$ cat src/rtl/ofs_cnt_pkg.sv
package ofs_cnt_pkg;

    typedef enum logic [1:0] {
        MODE_FREE  = 2'b00,
        MODE_START = 2'b01,
        MODE_END   = 2'b10,
        MODE_ALT   = 2'b11
    } ofs_mode_e;

    typedef struct packed {
        logic clr;
        logic ld;
    } slice_ctl_s;

    function automatic ofs_mode_e decode_mode(input logic [1:0] raw);
        ofs_mode_e m;
        case (raw)
            2'b01:   m = MODE_START;
            2'b10:   m = MODE_END;
            2'b11:   m = MODE_ALT;
            default: m = MODE_FREE;
        endcase
        return m;
    endfunction

    function automatic logic wants_reload(input ofs_mode_e m);
        return (m == MODE_START);
    endfunction

    function automatic logic wants_clear(input ofs_mode_e m);
        return (m == MODE_END);
    endfunction

endpackage

$ cat src/rtl/cnt_slice.sv
module cnt_slice
    import ofs_cnt_pkg::*;
#(
    parameter int W = 4
) (
    input  logic         clk,
    input  logic         rst,
    input  slice_ctl_s   ctl,
    input  logic [W-1:0] ld_val,
    input  logic         en_p,
    input  logic         en_t,
    output logic [W-1:0] q,
    output logic         rco
);
    localparam logic [W-1:0] TOP = {W{1'b1}};

    logic [W-1:0] q_r;
    logic [W-1:0] q_nxt;
    logic         step;

    assign step = en_p & en_t;

    always_comb begin
        q_nxt = q_r;
        if (ctl.clr)
            q_nxt = '0;
        else if (ctl.ld)
            q_nxt = ld_val;
        else if (step)
            q_nxt = q_r + W'(1);
    end

    always_ff @(posedge clk) begin
        if (rst)
            q_r <= '0;
        else
            q_r <= q_nxt;
    end

    assign q   = q_r;
    assign rco = (q_r == TOP) & en_t;
endmodule

$ cat src/rtl/wrap_ctrl.sv
module wrap_ctrl
    import ofs_cnt_pkg::*;
#(
    parameter int          CW        = 8,
    parameter int unsigned START_VAL = 6,
    parameter int unsigned END_VAL   = 13
) (
    input  ofs_mode_e       mode,
    input  logic [CW-1:0]   cur,
    input  logic            chain_rco,
    input  logic            ext_clr,
    input  logic            ext_ld,
    input  logic [CW-1:0]   ext_data,
    output slice_ctl_s      ctl,
    output logic [CW-1:0]   ld_word
);
    localparam logic [CW-1:0] START_W = CW'(START_VAL);
    localparam logic [CW-1:0] END_W   = CW'(END_VAL);

    logic end_hit;
    logic auto_ld;

    assign end_hit = wants_clear(mode) & (cur == END_W);
    assign auto_ld = wants_reload(mode) & chain_rco;

    always_comb begin
        ctl.clr = ext_clr | end_hit;
        ctl.ld  = ext_ld | auto_ld;
        ld_word = ext_ld ? ext_data : START_W;
    end
endmodule

$ cat src/rtl/ofs_cascade_counter.sv
module ofs_cascade_counter
    import ofs_cnt_pkg::*;
#(
    parameter int          W         = 4,
    parameter int          NSTAGES   = 2,
    parameter int unsigned START_VAL = 6,
    parameter int unsigned END_VAL   = 13
) (
    input  logic                   clk,
    input  logic                   rst,
    input  logic [1:0]             mode_sel,
    input  logic                   ext_clr,
    input  logic                   ext_ld,
    input  logic [NSTAGES*W-1:0]   ld_data,
    input  logic                   en_p,
    input  logic                   en_t,
    output logic [NSTAGES*W-1:0]   count,
    output logic                   carry_out
);
    localparam int CW = NSTAGES * W;

    ofs_mode_e     mode;
    slice_ctl_s    ctl;
    logic [CW-1:0] ld_word;
    logic [CW-1:0] q_all;
    logic [NSTAGES:0] t_chain;

    assign mode       = decode_mode(mode_sel);
    assign t_chain[0] = en_t;

    for (genvar s = 0; s < NSTAGES; s++) begin : g_slice
        cnt_slice #(.W(W)) u_slice (
            .clk    (clk),
            .rst    (rst),
            .ctl    (ctl),
            .ld_val (ld_word[s*W +: W]),
            .en_p   (en_p),
            .en_t   (t_chain[s]),
            .q      (q_all[s*W +: W]),
            .rco    (t_chain[s+1])
        );
    end

    wrap_ctrl #(
        .CW        (CW),
        .START_VAL (START_VAL),
        .END_VAL   (END_VAL)
    ) u_wrap (
        .mode      (mode),
        .cur       (q_all),
        .chain_rco (t_chain[NSTAGES]),
        .ext_clr   (ext_clr),
        .ext_ld    (ext_ld),
        .ext_data  (ld_data),
        .ctl       (ctl),
        .ld_word   (ld_word)
    );

    assign count     = q_all;
    assign carry_out = t_chain[NSTAGES];
endmodule

$ cat config.mk
export PLATFORM = sky130hd
export DESIGN_NAME = ofs_cascade_counter
export DESIGN_NICKNAME = d
export VERILOG_FILES = /design/src/rtl/ofs_cnt_pkg.sv /design/src/rtl/cnt_slice.sv /design/src/rtl/wrap_ctrl.sv /design/src/rtl/ofs_cascade_counter.sv
export SDC_FILE = /design/constraint.sdc
export NUM_CORES = 1
export LEC_CHECK = 0
export CORE_MARGIN = 2
export CORE_UTILIZATION = 35
export DETAILED_ROUTE_END_ITERATION = 8
export PLACE_DENSITY = 0.72
export SLEW_MARGIN = 10
export SYNTH_ARGS = -nofsm -noshare
export SYNTH_HDL_FRONTEND = slang
export SYNTH_HIERARCHICAL = 1
export SYNTH_SLANG_ARGS = --single-unit
export TNS_END_PERCENT = 1
$ cat constraint.sdc
create_clock -name clk -period 1.8 [get_ports clk]
set_input_delay 0.45 -clock clk [delete_from_list [all_inputs] [get_ports clk]]
set_output_delay 0.45 -clock clk [all_outputs]
set_load 0.02 [all_outputs]
After elaboration in Yosys (flattened, before gate mapping)
Cells that the tools add are included.

cells by class
  equal/unequal tests = 8
  multiplexer cells = 6
  reductions and logical operators = 3
  $add $sub $neg = 2
  bitwise operators = 8

operators with widths
  operator               count
  $mux W4                4
  $add A4 B1 Y4 const B  2
  $eq A4 B4 Y1 const B   2
  $eq A8 B4 Y1 const B   1
  $mux W8                1
  $and A1 B1 Y1          6
  $eq A2 B2 Y1 const B   3
  $pmux W2 S3            1
  $eq A2 B1 Y1 const B   2
  $reduce_bool A2 Y1     2
  $or A1 B1 Y1           2
  $reduce_or A2 Y1       1

storage, ports and cells
  bits of input ports = 16
  bits in registers = 8
  output and inout bits = 9
  word-level logic and storage cells = 29

Logic depth before layout (Yosys ltp)
Gate-level depths: netlist of run 1.

  word-level depth = 6
  gate-level depth with buffers = 8

Cells and area by module
The synthesis of run 1 kept the hierarchy.

by module, submodules not included
  module               cells each  sequential area each (sq um)  area each (sq um)  times used
  cnt_slice            24          80.1                          222.7              2
  wrap_ctrl            13          0.0                           87.6               1
  ofs_cascade_counter  2           0.0                           7.5                1

Least setup slack after synthesis of run 1
Ideal clock, no wire load.

  path type = reg2reg
  start point = register g_slice[0].u_slice.q_r[0]
  end point = register g_slice[0].u_slice.q_r[0]
  slack = -248 ps
  setup time = 103 ps
  stages on the path, launching flop included = 8
  data arrival time = 1945 ps
  period minus slack after synthesis = 2048 ps
  cells stage by stage = dfxtp_1 > ha_1 > and4_2 > and4_2 > nand2_1 > o21bai_1 > inv_1 > a2111oi_2

RTL lines
  what                    RTL line         text
  start, declared         cnt_slice.sv:17  logic [W-1:0] q_r;
  start signal, assigned  cnt_slice.sv:37  q_r <= q_nxt;

Worst setup path in the final report of run 1
  start point = register g_slice[0].u_slice.q_r[1]
  end point = output port carry_out

between the ends
  longest elaborated chain between the ends = 3

RTL lines
  what            RTL line                   text
  $eq A4 B4 Y1    cnt_slice.sv:41            assign rco = (q_r == TOP) & en_t;
  $and A1 B1 Y1   cnt_slice.sv:41
  via t_chain[1]  ofs_cascade_counter.sv:26  logic [NSTAGES:0] t_chain;
  $and A1 B1 Y1   cnt_slice.sv:41
  end, declared   ofs_cascade_counter.sv:18  output logic carry_out

The timed path passes the listed nets, and every way through them passes these cells.

==> out/results.env, run 1 <==
POSTSYNTHREGISTERBITS=8
DP_WIRELENGTH_UM=1280
FINAL.SETUP.TNS_NS=0
TRITONCTS_SINKS=8
CRIT_FANOUT=2
CHIPWIDTH_UM=43.3
GP_ROUTABILITY_CONGESTION=0.731
CRITICAL_PATH.CELL_CHAIN='ha_4 > and4_4 > and4_4 > buf_6'
ROUTE.DETAILED.VIAS_PER_INST=5.47
WL_UM=1770
GRT_SETUP_UNREPAIRED='true'
DRC_VIOLATION_TOTAL_AFTER_THE_FIRST_TRITONROUTE_ITERATION=11
DRT_DRC_VIOLATIONS_LEFT=0
VIAS_IN_THE_FIRST_GLOBAL_ROUTE=627
FINAL_MAX_SLEW_VIOL_COUNT=0
POWER_DENSITY_nW_PER_UM2=480
YS.WARNINGS.COUNT=6
CTSROOTBUFFERMASTER='sky130_fd_sc_hd__clkbuf_4'
AVGSYNTHCELLAREA_UM2=8.58
RELSLEWSLACK_PCT=78.1
DRIVE_ABOVE_1_SHARE_PCT=35.2
GLOBAL_ROUTE.OVERFLOW_TOTAL=0
TOPROUTINGLAYERUSED='met4'
TIMING.CLOCK.SKEW_NS=0.00347
WORST_PATH_MOST_REPEATED_CELL='sky130_fd_sc_hd__and4_4'
YOSYSUNIQUECELLTYPES=24
FP-ROW-COUNT=14
SYNTHESIS.AREA_UM2=541
CRITICAL_PATH_REQUIRED_NS=1.35
MET1_LENGTH_UM=796
GRT_FIRST_PASS_WIRELENGTH_UM=2810
NETLIST.AREA_LEADER.SHARE_PCT=29.6
MAX_CAP_VIOL_COUNT=0
TRITONCTS.NUM_BUFFERS=3
STATUS='complete, no violations'
CORE_REGION_UM2=1470
CLKSLEWWORSTSETUPHOLDPATHS_NS=0.06
WORST_SKEW_PAIR.LATE_LATENCY_NS=0.26
WORSTMARGINPINSLEW_NS=0.326
CPPEAKSTAGEDELAY_NS=0.36
INITIAL_CORE_UTIL_PCT=36.7
CLOCK_TREE_BUF_DEPTH=2
NUMBER_OF_LEVELS_IN_THE_CLOCK_H_TREE=1
GROUTE.USAGE.OVERALL_PCT=20.4
MAXCLOCKFREQUENCY_GHz=0.569
LARGEST_REGISTER_FF_COUNT=8
POST_SYNTH_INST_COUNT=63
BUFFER_PORTS.INSERTED=24
SETUP_VIOL=0
SYNTH.LARGEST_AREA_CELL='sky130_fd_sc_hd__dfxtp_1'
INSERTEDDIODECOUNT=0
ANTENNA_FOUND_INITIAL=0
DR_WL_MET3_UM=68
GRT_MAX_DEGREE=9
PLACED_CELL_AREA_UM2=920
ROUTED_WIRE_LENGTH_PER_INSTANCE_UM=14.6
CTS_TREE='built'
VIAS=662
SYNTH_NETS=81
WORSTSETUPPATHTYPE='flip-flop to primary output'
NUMBER_OF_HOLD_SLACK_VIOLATIONS_IN_THE_FINAL_TIMING_REPORT=0
FILLER_CELL_COUNT=121
WORSTSETUPENDPOINTTYPE='primary output'
NNETSFINAL=125
HOLD_CLASS='flip-flop to flip-flop'
CRITICAL_PATH.SLOWEST_CELL='sky130_fd_sc_hd__dfxtp_4'
SYNTH-SEQ-AREA-SHARE_PCT=29.6
SYN_TO_FINAL_GROWTH_PCT=84.0
FINAL_MIN_PERIOD_OVER_CLOCK_PERIOD_PCT=97.6
MOSTFREQUENTLAYOUTCELL='sky130_fd_sc_hd__buf_4'
WL_MET2_UM=891
CRITPATHLAUNCHTYPE='flip-flop'
DRT_PRE_ANTENNA_ITERS=4
WORST_IR_DROP_VDD_mV=0.247
ANTENNA_LEFT=0
YOSYS-TOP-CELLS-AREA='sky130_fd_sc_hd__dfxtp_1, sky130_fd_sc_hd__and2_1, sky130_fd_sc_hd__xor2_1'
WORST-ENDPOINT-ARRIVAL_NS=1.31
STATIC-LEAKAGE-POWER_uW=0.000536
FINAL_DESIGN_AREA_NO_FILL_UM2=995
FINAL_PERIOD_MINUS_WORST_SETUP_SLACK_NS=1.76
MOST-COMMON-LAYOUT-CELLS='sky130_fd_sc_hd__buf_4, sky130_fd_sc_hd__clkdlybuf4s50_1, sky130_fd_sc_hd__dlymetal6s2s_1'
PIN_COUNT=25
FLOORPLAN.DIE_AREA_UM2=1870
DIE-HEIGHT_UM=43.3
## power breakdown
part           internal (µW)  total (µW)  switching, µW
clock network           76.9         147           70.2
logic                   81.3         141           59.7
registers                183         189           5.96
## path summary, 6_finish.rpt
path / from / endpoint / slack (ns) / cells after the start
worst min register to register: g_slice[1].u_slice/q[3]$_SDFFE_PP0P_ / g_slice[1].u_slice/q[3]$_SDFFE_PP0P_ / 0.55 / 2
worst min-delay path: g_slice[1].u_slice/q[3]$_SDFFE_PP0P_ / g_slice[1].u_slice/q[3]$_SDFFE_PP0P_ / 0.55 / 2
worst max-delay path: g_slice[0].u_slice/q[1]$_SDFFE_PP0P_ / carry_out / 0.04 / 4
worst max register to register: g_slice[0].u_slice/q[0]$_SDFFE_PP0P_ / g_slice[1].u_slice/q[1]$_SDFFE_PP0P_ / 0.05 / 9
## worst max-delay path: cells and delay by family, from the launching register on
family                   cells  cell delay (ns)
AND/OR/NAND/NOR              2             0.44
adder cells (fa/ha/maj)      1             0.13
buffers and inverters        1             0.11
flip-flops                   1             0.36
## logic make-up after synthesis
group | after synthesis | share of synthesized area, %
compound gates | 18 | 25.9
xor+xnor | 4 | 6.48
fa+ha+maj | 2 | 4.63
buf+inv | 4 | 2.78
flops | 8 | 29.6
simple gates | 27 | 30.6
## per-layer routing
metal  up-vias  GRT usage [%]
met3         2           1.70
met4         0           12.7
met1       318           27.8
met5         -              0
met2        24           30.7
li1        318              -
## what timing repair did
| item | in CTS | in global routing |
|---|---|---|
| buffers inserted | 2 | 0 |
| hold buffers | 0 | 0 |
| pin swaps | 3 | 1 |
| gates resized for setup | 9 | 8 |
| endpoints found under the setup margin | 9 | 12 |
## per-stage QoR
| step | util, % | setup slack (ns) | hold slack [ns] | total power (µW) | instances |
|---|---|---|---|---|---|
| floorplan | - | 0.00727 | 0.510 | 244 | 63 |
| global placement | 62.5 | -0.609 | 0.534 | 324 | 116 |
| detailed placement | 62.5 | -0.627 | 0.533 | 327 | 116 |
| CTS | 65.9 | -0.00490 | 0.541 | 479 | 121 |
| global route | 67.6 | 0.000425 | 0.598 | 505 | 121 |
| finish | 67.6 | 0.0426 | 0.548 | 477 | 121 |
## cell type report
cell class / instances / area, µm² / area share (%)
multi-input cells: 51 / 392 / 39.4
repair buffers: 41 / 385 / 38.7
flip-flops and latches: 8 / 168 / 16.9
clock buffers: 3 / 22.5 / 2.26
well taps: 16 / 20.0 / 2.01
inverters: 2 / 7.51 / 0.755
## cells in the mapped netlist
cell	number
sky130_fd_sc_hd__clkbuf_1	2
sky130_fd_sc_hd__a21oi_1	2
sky130_fd_sc_hd__xor2_1	4
sky130_fd_sc_hd__o211a_1	2
sky130_fd_sc_hd__nor4_1	1
sky130_fd_sc_hd__a2111oi_2	2
sky130_fd_sc_hd__and2_1	6
sky130_fd_sc_hd__nor4bb_1	1
sky130_fd_sc_hd__dfxtp_1	8
sky130_fd_sc_hd__inv_1	2
sky130_fd_sc_hd__nor2_1	4
sky130_fd_sc_hd__o21ai_0	6
sky130_fd_sc_hd__nand2b_1	2
sky130_fd_sc_hd__nand2_2	2
sky130_fd_sc_hd__ha_1	2
sky130_fd_sc_hd__and4_2	2
sky130_fd_sc_hd__a31oi_1	2
sky130_fd_sc_hd__a41o_1	1
sky130_fd_sc_hd__and3_2	2
sky130_fd_sc_hd__nand3_1	4
sky130_fd_sc_hd__nand2_1	1
sky130_fd_sc_hd__a211o_2	2
sky130_fd_sc_hd__o21bai_1	1
sky130_fd_sc_hd__or3_1	2
Note: power is estimated with default switching activity, not from simulation.
==> run 2: changes to the inputs <==
- CORE_UTILIZATION: 35 -> 39
- PLACE_DENSITY: 0.72 -> 0.76
- clock period: 1.8 -> 1.64 ns (I/O delays scaled with it)
==> run 2 against run 1 <==
The run now ends with setup timing left. Non-clock buffer count grew 4. Register-to-register slack lost 0.21 ns. Power rose by 15%. Utilization increased by 13 points. Combinational power increased by 22%.
==> out/results.env, run 2 (synthesized netlist as in run 1, its figures left out) <==
STATUS='finished with violations'
VIOLATIONS_IN_THE_FINAL_REPORTS='setup timing'
GP_ROUTABILITY_CONGESTION=0.815  # +11%
CRITICAL_PATH.REG2REG.STARTPOINT='g_slice[0].u_slice/q[1]$_SDFFE_PP0P_'
ANTENNA_LEFT=0  # unchanged
HOLDBUFCOUNTCTS=0  # unchanged
REG2REG_SETUP_SLACK_NS=-0.16  # -0.21 ns
CRIT_PATH_START='g_slice[0].u_slice/q[1]$_SDFFE_PP0P_'
DIE-HEIGHT_UM=41.2  # -4.8%
FINAL.SETUP.TNS_NS=-1.05  # -1.05 ns
DRT_DRC_VIOLATIONS_LEFT=0  # unchanged
SYN_TO_FINAL_GROWTH_PCT=95.1
REG2REG_DEPTH=8  # -1
MOSTFREQUENTLAYOUTCELL='sky130_fd_sc_hd__buf_4'
FINAL_MAX_SLEW_VIOL_COUNT=0  # unchanged
INITIAL_CORE_UTIL_PCT=41.5  # +4.8 points
RELSLEWSLACK_PCT=78.6  # +0.51 points
FINAL_PERIOD_MINUS_WORST_SETUP_SLACK_NS=1.80
CHIPWIDTH_UM=41.2  # -4.8%
FP-ROW-COUNT=13  # -1
NUMBER_OF_LEVELS_IN_THE_CLOCK_H_TREE=1  # unchanged
ANTENNA_FOUND_INITIAL=0  # unchanged
NUMBER_OF_HOLD_SLACK_VIOLATIONS_IN_THE_FINAL_TIMING_REPORT=0  # unchanged
FLOORPLAN.DIE_AREA_UM2=1700  # -9.3%
WORSTMARGINPINSLEW_NS=0.317  # -0.00899 ns
GLOBAL_ROUTE.OVERFLOW_TOTAL=0  # unchanged
TRITONCTS.NUM_BUFFERS=3  # unchanged
INSERTEDDIODECOUNT=0  # unchanged
MET1_LENGTH_UM=808  # +1.5%
CTSROOTBUFFERMASTER='sky130_fd_sc_hd__clkbuf_4'
WL_MET2_UM=1010  # +14%
WORSTSETUPENDPOINTTYPE='flip-flop'
TIMING.FINAL.WS_SETUP_NS=-0.162  # -0.205 ns
GRT_MAX_DEGREE=8  # -1
CORE_REGION_UM2=1300  # -12%
MOST-COMMON-LAYOUT-CELLS='sky130_fd_sc_hd__buf_4, sky130_fd_sc_hd__clkdlybuf4s50_1, sky130_fd_sc_hd__dlygate4sd2_1'
VIAS_IN_THE_FIRST_GLOBAL_ROUTE=642  # +2.4%
WL_UM=1930  # +8.9%
STATIC-LEAKAGE-POWER_uW=0.000487  # -9.0%
WORST_IR_DROP_VDD_mV=0.355  # +44%
PIN_COUNT=25  # unchanged
TOPROUTINGLAYERUSED='met4'
POWER_DENSITY_nW_PER_UM2=520  # +8.3%
ROUTED_WIRE_LENGTH_PER_INSTANCE_UM=15.4  # +5.4%
TRITONCTS_SINKS=8  # unchanged
SETUP_VIOL=9  # +9
DRT_PRE_ANTENNA_ITERS=4  # unchanged
DR_WL_MET3_UM=66  # -2.9%
TIMING.CLOCK.SKEW_NS=0.0165  # +0.0130 ns
FINAL_MIN_PERIOD_OVER_CLOCK_PERIOD_PCT=110
LARGEST_REGISTER_FF_COUNT=8  # unchanged
MAX_CAP_VIOL_COUNT=0  # unchanged
TIMING.CRITICAL_PATH.TO='g_slice[1].u_slice/q[0]$_SDFFE_PP0P_'
VIAS=657  # -0.76%
CRITPATHLAUNCHTYPE='flip-flop'
WORST-ENDPOINT-ARRIVAL_NS=1.95  # +0.64 ns
CRIT_FANOUT=6  # +4
CRIT-REG2REG-CAPTURE='g_slice[1].u_slice/q[0]$_SDFFE_PP0P_'
CLOCK_TREE_BUF_DEPTH=2  # unchanged
WORSTSETUPPATHTYPE='flip-flop to flip-flop'
FILLER_CELL_COUNT=99  # -18%
DESIGN_POWER_TOTAL_uW=548  # +15%
MAXCLOCKFREQUENCY_GHz=0.555
CTS_TREE='built'
DRC_VIOLATION_TOTAL_AFTER_THE_FIRST_TRITONROUTE_ITERATION=14  # +3
GRT_SETUP_UNREPAIRED='true'
HOLD_CLASS='flip-flop to flip-flop'
CRITICAL_PATH_REQUIRED_NS=1.79  # +0.44 ns
BUFFER_PORTS.INSERTED=24  # unchanged
NNETSFINAL=129  # +3.2%
WORST_SKEW_PAIR.LATE_LATENCY_NS=0.26  # about the same
GROUTE.USAGE.OVERALL_PCT=27.1  # +6.7 points
GRT_FIRST_PASS_WIRELENGTH_UM=2770  # -1.2%
CLKSLEWWORSTSETUPHOLDPATHS_NS=0.07  # about the same
DP_WIRELENGTH_UM=1510  # +18%
DRIVE_ABOVE_1_SHARE_PCT=41.8  # +6.6 points
ROUTE.DETAILED.VIAS_PER_INST=5.26  # -3.9%
-- run 2: changes by cell type in the layout (fill, tap and decap cells not counted), sizes merged --
cell           change
clkbuf             +1
clkdlybuf4s50      -1
dlymetal6s2s       -7
dlygate4sd2        +8
buf                +4
-- run 2: critical path: stages, from the launching register on --
cell and delay [ns]:
sky130_fd_sc_hd__dfxtp_4 0.36, sky130_fd_sc_hd__ha_4 0.13, sky130_fd_sc_hd__and4_4 0.23, sky130_fd_sc_hd__and4_4 0.23, sky130_fd_sc_hd__buf_6 0.10, sky130_fd_sc_hd__nand2_4 0.04
sky130_fd_sc_hd__o21bai_4 0.21, sky130_fd_sc_hd__inv_4 0.09, sky130_fd_sc_hd__a2111oi_4 0.30
-- run 2: timing repair --
action | 4_1_cts | 5_1_grt
resized for setup | 27 | 1
pin swaps | 2 | 0
endpoints found under the setup margin | 17 | 9
setup buffers | 1 | 0
-- run 2: area by class of cell --
cell class,instances,area (µm²),area share [%]
Clock buffer,4,26.3,2.49
Inverter,2,12.5,1.19
Multi-Input combinational cell,51,437,41.4
Sequential cell,8,169,16.0
Tap cell,15,18.8,1.78
Timing Repair Buffer,45,392,37.1
-- run 2: worst min path at each step --
stage	from	endpoint	slack (ns)	cells after the start
2_1_floorplan	rst	g_slice[0].u_slice/q[0]$_SDFFE_PP0P_	0.47	1
3_5_place_dp	g_slice[0].u_slice/q[2]$_SDFFE_PP0P_	g_slice[0].u_slice/q[2]$_SDFFE_PP0P_	0.66	3
4_1_cts	g_slice[1].u_slice/q[3]$_SDFFE_PP0P_	g_slice[1].u_slice/q[3]$_SDFFE_PP0P_	0.67	3
6_report	g_slice[1].u_slice/q[3]$_SDFFE_PP0P_	g_slice[1].u_slice/q[3]$_SDFFE_PP0P_	0.66	3
3_3_place_gp	g_slice[1].u_slice/q[3]$_SDFFE_PP0P_	g_slice[1].u_slice/q[3]$_SDFFE_PP0P_	0.63	3
5_1_grt	g_slice[1].u_slice/q[3]$_SDFFE_PP0P_	g_slice[1].u_slice/q[3]$_SDFFE_PP0P_	0.70	3
-- run 2: metal layers --
metal	up-vias	global-route usage (%)
met4	0	12.9
met5	-	0
li1	329	-
met2	19	48.0
met1	305	30.1
met3	4	5.98
-- run 2: per-stage QoR --
step	util, %	cells	area [µm²]	worst slack, ns	hold WS [ns]
after floorplan	-	63	578	-0.0901	0.470
after global placement	75.3	120	980	-0.684	0.627
after detailed placement	75.3	120	980	-0.714	0.656
after CTS	80.5	125	1050	-0.142	0.666
after global routing	81.1	125	1050	-0.235	0.696
final	81.1	125	1050	-0.162	0.661
-- run 2: power by group --
part	total, µW	switching [µW]	internal (µW)
registers	208	6.18	201
logic	172	77.1	94.9
clock network	169	75.2	93.4
total	548	159	390
